--- config.mk ---
export PLATFORM = sky130hd
export DESIGN_NAME = sec_level_reg
export DESIGN_NICKNAME = d
export VERILOG_FILES = /design/src/rtl/sec_level_reg.sv
export SDC_FILE = /design/constraint.sdc
export NUM_CORES = 1
export LEC_CHECK = 0
export ABC_AREA = 0
export ABC_CLOCK_PERIOD_IN_PS = 3600
export BUFFER_PORTS_ARGS = -buffer_cell sky130_fd_sc_hd__buf_2
export CORE_MARGIN = 4
export CORE_UTILIZATION = 42
export DETAILED_ROUTE_END_ITERATION = 12
export HOLD_SLACK_MARGIN = 0.12
export PLACE_DENSITY = 0.88
export REMOVE_ABC_BUFFERS = 1
export SETUP_SLACK_MARGIN = 0.15
export SYNTH_ARGS = -nofsm -noshare
export SYNTH_HDL_FRONTEND = slang
export SYNTH_SLANG_ARGS = --single-unit
--- constraint.sdc ---
create_clock -name clk -period 3.6 [get_ports clk]
set_clock_uncertainty 0.05 [all_clocks]
set_input_delay 0.18 -clock clk [delete_from_list [all_inputs] [get_ports clk]]
set_output_delay 0.18 -clock clk [all_outputs]
set_load 0.02 [all_outputs]
--- src/rtl/sec_level_reg.sv ---
module sec_level_reg #(
  parameter logic [4:0] WARM_CLR = 5'b10110
) (
  input  logic       clk,
  input  logic       cold_rst_n,
  input  logic       warm_rst,
  input  logic       fuse_auth,
  input  logic       fuse_dec,
  input  logic       fuse_klen,
  input  logic [1:0] fuse_ksrc,
  input  logic       fuse_dbg_dis,
  input  logic       fuse_dbg_lock,
  input  logic       hdr_vld,
  input  logic       hdr_auth,
  input  logic       hdr_dec,
  input  logic       hdr_klen,
  input  logic [1:0] hdr_ksrc,
  input  logic       sw_we,
  input  logic [5:0] sw_wdata,
  output logic       auth_req,
  output logic       dec_req,
  output logic       key_long,
  output logic [1:0] key_src,
  output logic       jtag_en,
  output logic       jtag_sw_ctl,
  output logic [6:0] rd_fuse,
  output logic [6:0] rd_eff
);
  localparam logic [3:0] FL_WCLR = {WARM_CLR[4], WARM_CLR[2:0]};
  localparam logic [1:0] KS_NONE = 2'b10;

  function automatic logic [1:0] ks_rank(input logic [1:0] c);
    case (c)
      2'b00:   return 2'd2;
      2'b01:   return 2'd1;
      default: return 2'd0;
    endcase
  endfunction

  function automatic logic [1:0] ks_pick(input logic [1:0] older, input logic [1:0] newer);
    return (ks_rank(newer) > ks_rank(older)) ? newer : older;
  endfunction

  // raised flags: [0] auth, [1] dec, [2] klen, [3] debug removal
  logic [3:0] r_fl, fl_req, fl_nxt;
  logic [1:0] r_ks, ks_h, ks_s, ks_nxt;

  assign fl_req = ({4{hdr_vld}} & {1'b0, hdr_klen, hdr_dec, hdr_auth})
                | ({4{sw_we}}  & {sw_wdata[5], sw_wdata[2:0]});
  assign fl_nxt = (r_fl | fl_req) & ~(warm_rst ? FL_WCLR : 4'b0000);

  assign ks_h   = hdr_vld ? ks_pick(r_ks, hdr_ksrc) : r_ks;
  assign ks_s   = sw_we ? ks_pick(ks_h, sw_wdata[4:3]) : ks_h;
  assign ks_nxt = (warm_rst && WARM_CLR[3]) ? KS_NONE : ks_s;

  always_ff @(posedge clk or negedge cold_rst_n) begin
    if (!cold_rst_n) begin
      r_fl <= 4'b0000;
      r_ks <= KS_NONE;
    end else begin
      r_fl <= fl_nxt;
      r_ks <= ks_nxt;
    end
  end

  assign auth_req    = fuse_auth | r_fl[0];
  assign dec_req     = fuse_dec  | r_fl[1];
  assign key_long    = fuse_klen | r_fl[2];
  assign key_src     = ks_pick(fuse_ksrc, r_ks);
  assign jtag_en     = !fuse_dbg_dis && (fuse_dbg_lock || !r_fl[3]);
  assign jtag_sw_ctl = !fuse_dbg_dis && !fuse_dbg_lock;

  assign rd_fuse = {fuse_dbg_lock, fuse_dbg_dis, fuse_ksrc, fuse_klen, fuse_dec, fuse_auth};
  assign rd_eff  = {!jtag_sw_ctl, !jtag_en, key_src, key_long, dec_req, auth_req};

  a_r3_flags_no_drop: assert property (@(posedge clk) disable iff (!cold_rst_n)
    !warm_rst |=> ((r_fl & $past(r_fl)) == $past(r_fl)));

  a_r4_ksrc_no_drop: assert property (@(posedge clk) disable iff (!cold_rst_n)
    !warm_rst |=> (ks_rank(r_ks) >= ks_rank($past(r_ks))));

  a_r5_warm_keep: assert property (@(posedge clk) disable iff (!cold_rst_n)
    warm_rst |=> ((r_fl & ~FL_WCLR & $past(r_fl)) == ($past(r_fl) & ~FL_WCLR)));

  a_r5_warm_clear: assert property (@(posedge clk) disable iff (!cold_rst_n)
    warm_rst |=> ((r_fl & FL_WCLR) == 4'b0000));

  a_r3_sw_auth_now: assert property (@(posedge clk) disable iff (!cold_rst_n)
    (sw_we && sw_wdata[0] && !warm_rst) |=> auth_req);

  a_r2_hdr_dec_now: assert property (@(posedge clk) disable iff (!cold_rst_n)
    (hdr_vld && hdr_dec && !(warm_rst && WARM_CLR[1])) |=> dec_req);

  a_r7_sw_removes_dbg: assert property (@(posedge clk) disable iff (!cold_rst_n)
    (sw_we && sw_wdata[5] && !(warm_rst && WARM_CLR[4]) && !fuse_dbg_lock) |=> !jtag_en);
endmodule

==> flow_summary.yaml, run 1 <==
run_status:
  status: "finished, final reports clean"
sta:
  rsz0062_at_grt: "no"
  finalSetupViolations: 0
  hold_slack_ns: 0.133
  fin_tns_setup_ns: 0
  slew_violations: 0
  fmax_mhz: 391
  layout_min_cycle_time_ns: 2.56
  tightest_slew_ns: 0.313
  finalCritPeriodShare_pct: 71.0
  slew_headroom_pct: 79.0
  timing_hold_violations_final: 0
setup_path:
  cp.arrival_ns: 2.68
  startpoint_type: "flop"
  critPathKind: "reg2reg"
  cp_data_required_time_ns: 3.73
  endpoint_kind: "flop"
  worst-path-max-fanout: 6
floorplan:
  design.core.area_sq_mm: 0.00133
  die_area_sq_mm: 0.00211
  fp.dieH_um: 45.9
  initial_core_util_pct: 45.2
  io_pins: 44
  die-width_um: 45.9
  rows: 13
place:
  place_area_sq_um: 747
  numPortBuffers: 43
  hpwlAfterDp_um: 1280
  place_congestion: 0.786
drt:
  firstDrtPassIters: 4
  ant_nets: 0
  finalWirelength_um: 1500
  via_per_inst: 4.76
  post_drt_wl_per_cell_um: 12.2
  vias: 586
  drc: 0
  drtIter0Drc: 4
clock_network:
  clk_path_buf_depth: 2
  post_cts_buffers: 0
  htreeDepth: 1
  cts_buffers: 3
  clkLatencyLatePin_ns: 0.25
  root_buffer: "clkbuf_4"
  cts_tree: "yes"
  cts_num_sinks: 6
  path_clk_slew_ns: 0.04
finish:
  final_cell_mix: "buf_2 (43), nor2_1 (8), inv_1 (6), a21oi_1 (6), ha_1 (6)"
  regArea_sq_um: 151
  final_common_cell: "buf_2"
  fin_util_pct: 60.2
  finalInstanceArea_sq_um: 803
  layout.nets: 138
  drive_above_1_share_pct: 51.9
  syn_to_final_growth_pct: 33.2
  multi_input_area_sq_um: 339
  antenna_cells: 0
  fillers: 111
yosys:
  async_flop_share_pct: 100
  synthAdderAreaFrac_pct: 12.4
  ys_ff_latch: 6
  ys_types: 21
  ys_warn_count: 0
  netlist_area_sq_um: 603
  synth_xor_area_share_pct: 0
  yosys.area_share.simple_pct: 20.3
  syn_inst: 70
  synth_top_family_by_area: "simple AND/OR/NAND/NOR gates"
  synthMuxAreaShare_pct: 7.05
  ys_seq_area_share_pct: 25.1
  synth_edf_count: 0
  syn_area_per_cell_sq_um: 8.62
  ys.flop_type: "dfrtp_1"
  synth_compound_area_share_pct: 16.4
global_routing:
  grt-ovfl-total: 0
  first_global_vias: 590
  grt_max_degree: 7
  grt_pass1_wl_um: 2400
  grtUsageTotal_pct: 16.3
  antenna_found_initial: 0
pwr:
  vdd_drop_max_uv: 206
  power.density_mw_per_mm2: 571
  p_leak_nw: 0.444
run:
  maxCapViolCount: 0
hold_path:
  hold_class: "in2reg"
-- sequential cells by signal (all words and copies together) (netlist names) --
register  flops
r_fl          4
r_ks          2
-- metrics by stage --
stage	power, W	instances	setup slack [ns]
after global placement	0.000377	116	1.13
after detailed placement	0.000389	116	1.08
after floorplan	0.000305	58	1.28
final	0.000459	123	1.04
after CTS	0.000465	123	1.05
after global routing	0.000506	123	0.768
-- power by group --
part | internal [W] | switching [W]
Clock | 0.0000422 | 0.0000272
Sequential | 0.0000866 | 0.0000121
Combinational | 0.000127 | 0.000164
Total | 0.000256 | 0.000203
-- synthesized netlist by cell type (2+ instances only) --
master	count	area share, %
a221oi_1	2	2.9
nor2b_1	2	2.1
dfrtp_1	5	21
inv_1	6	3.7
a21oi_1	6	5.0
nand2_1	3	1.9
nor2_1	8	5.0
or2_2	5	5.2
ha_1	6	12
mux2i_1	2	3.3
mux2_2	2	3.7
buf_4	12	15
nand2b_1	3	3.1
-- worst paths after layout --
path                       slack, ns  endpoint  cells after the start   startpoint
max                             1.04   r_ks[1]                     12      r_ks[0]
min                             0.13   r_ks[1]                      3  sw_wdata[4]
max reg2reg                     1.04   r_ks[1]                     12      r_ks[0]
min reg2reg                     0.43   r_fl[0]                      1      r_fl[0]
max in group asynchronous       3.04   r_ks[1]                      2   cold_rst_n
min in group asynchronous       0.24   r_fl[2]                      2   cold_rst_n
-- kinds of logic (layout without fill, tap and decap cells) --
group | Yosys count | after routing
compound gates | 13 | 13
fa+ha+maj | 6 | 6
buf+inv | 18 | 56
flops | 6 | 6
mux | 4 | 4
simple gates | 23 | 23
-- critical path, cell delays in order (launching register included) --
cell,delay [ns]
dfrtp_1,0.39
nor2_1,0.22
inv_1,0.08
ha_1,0.32
nor2b_4,0.14
o211ai_4,0.23
nor3_1,0.09
a21oi_1,0.13
ha_1,0.25
nor2b_1,0.13
o211ai_1,0.28
nor2_1,0.07
a21oi_1,0.12
-- area by class of cell --
class,instances,share of cell area [%]
Multi-Input combinational cell,46,42.2
Timing Repair Buffer,46,30.5
Sequential cell,6,18.8
Clock buffer,4,3.27
Inverter,6,2.80
Tap cell,15,2.34
-- routing by layer --
layer	global-route usage, %	wire length [um]	up-vias
met5	0	0	-
met4	11.9	43	0
met3	1.19	63	4
met2	30.2	846	18
met1	16.5	543	262
li1	-	-	302
-- timing repair --
action / in CTS / in global routing
hold buffers: 3 / 0
endpoints found under the hold margin: 10 / 0
gates resized for setup: 0 / 0
(Power assumes the default switching activity.)
==> run 2, diff against run 1 <==
- ABC_AREA: 0 -> 1
- ABC_CLOCK_PERIOD_IN_PS: 3600 -> 2200
- CORE_UTILIZATION: 42 -> 36
- PLACE_DENSITY: 0.88 -> 0.79
- clock period: 3.6 -> 2.2 ns (I/O delays scaled with it)
==> flow_summary.yaml, run 2 <==
floorplan:
  initial_core_util_pct: 37.9
  rows: 15
  io_pins: 44
  die_area_sq_mm: 0.00256
  fp.dieH_um: 50.6
  die-width_um: 50.6
  design.core.area_sq_mm: 0.00173
clock_network:
  clk_path_buf_depth: 2
  root_buffer: "clkbuf_4"
  cts_num_sinks: 6
  cts_tree: "yes"
  path_clk_slew_ns: 0.04
  cts_buffers: 3
  clkLatencyLatePin_ns: 0.24
  htreeDepth: 1
setup_path:
  worst-path-max-fanout: 3
  regToRegSetupSlack_ns: -0.04
  rr_startpoint: "r_ks[1]"
  cp_data_required_time_ns: 2.28
  cp.arrival_ns: 2.33
  critPathKind: "reg2reg"
  ff2ff_path_depth: 13
  startpoint_type: "flop"
  r2r_end: "r_ks[0]"
  endpoint_kind: "flop"
run_status:
  violations: "setup timing"
  status: "complete, but fails checks"
drt:
  drc: 0
  via_per_inst: 4.56
  vias: 816
  finalWirelength_um: 2260
  post_drt_wl_per_cell_um: 12.6
  drtIter0Drc: 10
  ant_nets: 0
  firstDrtPassIters: 4
yosys:
  synth_top_area_share_pct: 19.1
  syn_area_per_cell_sq_um: 6.61
  ys_warn_count: 0
  netlist_area_sq_um: 654
  yosysMostFrequentCell: "nand2_1"
  async_flop_share_pct: 100
  synthTopCellsByCount: "nand2_1 (23), inv_1 (18), buf_4 (12), nor2_1 (9), nand3_1 (8)"
  ys_top_cells_by_area: "dfrtp_1 (19%), buf_4 (14%), nand2_1 (13%)"
  synth_area_leader_cell: "dfrtp_1"
  ys_types: 16
  synth_edf_count: 0
  ys.flop_type: "dfrtp_1"
  ys_ff_latch: 6
  syn_inst: 99
  ys_seq_area_share_pct: 23.1
global_routing:
  grtUsageTotal_pct: 17.3
  grt-ovfl-total: 0
  antenna_found_initial: 0
  first_global_vias: 809
  grt_pass1_wl_um: 3310
  grt_max_degree: 7
finish:
  instances_no_fill: 179
  largest-register: "r_fl"
  final_common_cell: "buf_2"
  syn_to_final_growth_pct: 75.7
  final_cell_mix: "buf_2 (39), nand2_1 (17), inv_1 (16), buf_4 (11), dlygate4sd3_1 (10)"
  antenna_cells: 0
  reg_top3: "r_fl: 4 flops, r_ks: 2 flops"
  largest_reg_flops: 4
  layout.nets: 184
  drive_above_1_share_pct: 56.5
place:
  pre_cts_slack_ns: -0.123
  place_congestion: 0.714
  hpwlAfterDp_um: 1260
  place_inst: 160
  numPortBuffers: 43
pwr:
  power.switching_w: 0.000625
  swShare_pct: 46.9
  seqPwrFrac_pct: 12.4
  clock_power_share_pct: 8.7
  vdd_drop_max_uv: 563
  power.density_mw_per_mm2: 1160
  p_total_w: 0.00133
  internal-power_w: 0.000707
  p_comb_share_pct: 78.9
  p_leak_nw: 0.624
sta:
  finalCritPeriodShare_pct: 102
  rsz0062_at_grt: "yes"
  slew_violations: 0
  timing_hold_violations_final: 0
  hold_slack_ns: 0.149
  tightest_slew_ns: 0.207
  fin_tns_setup_ns: -0.0735
  fmax_mhz: 446
  worst_slack_ns: -0.0426
  layout_min_cycle_time_ns: 2.24
  finalSetupViolations: 2
  slew_headroom_pct: 86.2
hold_path:
  hold_class: "in2reg"
  hold_path_depth: 5
  min_from: "hdr_klen"
  holdPathEnd: "r_fl[2]"
run:
  maxCapViolCount: 0
run 2: layout make-up:
type | count | area, sq um
Fill cell | 144 | 577
Multi-Input combinational cell | 62 | 458
Timing Repair Buffer | 63 | 412
Sequential cell | 6 | 151
Inverter | 19 | 71.3
Tap cell | 25 | 31.3
Clock buffer | 4 | 26.3
run 2: what timing repair did:
item                                    in CTS  in global routing
gates resized for setup                     19                 14
buffers inserted                             3                  2
pin swaps                                   18                  9
hold buffers                                10                  0
endpoints found under the setup margin       6                  6
hold endpoints to repair                    12                  0
gates cloned                                 0                  0
run 2: kinds of logic after synthesis:
kind of cell | count (synthesis) | share of synthesized area, %
adders and majority gates | 6 | 11.5
buffers and inverters | 31 | 24.7
and+or+nand+nor | 45 | 29.3
DFF | 6 | 23.1
AOI/OAI and AO/OA | 11 | 11.5
run 2: critical path, stage by stage, from the launching register on:
cell	delay, ns
dfstp_2	0.55
nor2_2	0.06
inv_2	0.06
ha_4	0.20
a21oi_4	0.18
buf_6	0.13
nand3_2	0.07
nand2_1	0.10
nor2_2	0.04
ha_1	0.29
a21boi_2	0.18
nand2_2	0.09
nand3_2	0.07
nand2_1	0.05
run 2: through the flow:
step	instance area [sq um]	utilization (%)
2_1_floorplan	564	-
3_3_place_gp	848	49.1
3_5_place_dp	848	49.1
4_1_cts	1080	62.5
5_1_grt	1150	66.6
6_report	1150	66.6
run 2: worst max-delay path by stage:
stage	startpoint	to	slack, ns	cells past startpoint
floorplan	r_ks[1]	r_ks[0]	-0.01	12
global placement	r_ks[1]	r_ks[0]	-0.04	12
detailed placement	r_ks[1]	r_ks[0]	-0.12	15
CTS	r_ks[1]	r_ks[0]	-0.02	13
global route	r_ks[1]	r_ks[0]	-0.22	13
finish	r_ks[1]	r_ks[0]	-0.04	13
run 2: metal layers:
layer	wire (um)	vias to the layer above	global-route usage, %
li1	-	401	-
met4	37	0	4.04
met5	0	-	0
met3	136	6	5.64
met1	769	373	14.6
met2	1310	36	37.0
run 2: power groups by stage:
stage | registers [W] | clock network [W] | logic (W)
after global routing | 0.000166 | 0.000129 | 0.00115
final | 0.000165 | 0.000116 | 0.00105
after global placement | 0.000157 | 0 | 0.000638
after CTS | 0.000161 | 0.000117 | 0.000848
after detailed placement | 0.000158 | 0 | 0.000659
after floorplan | 0.000157 | 0 | 0.000426
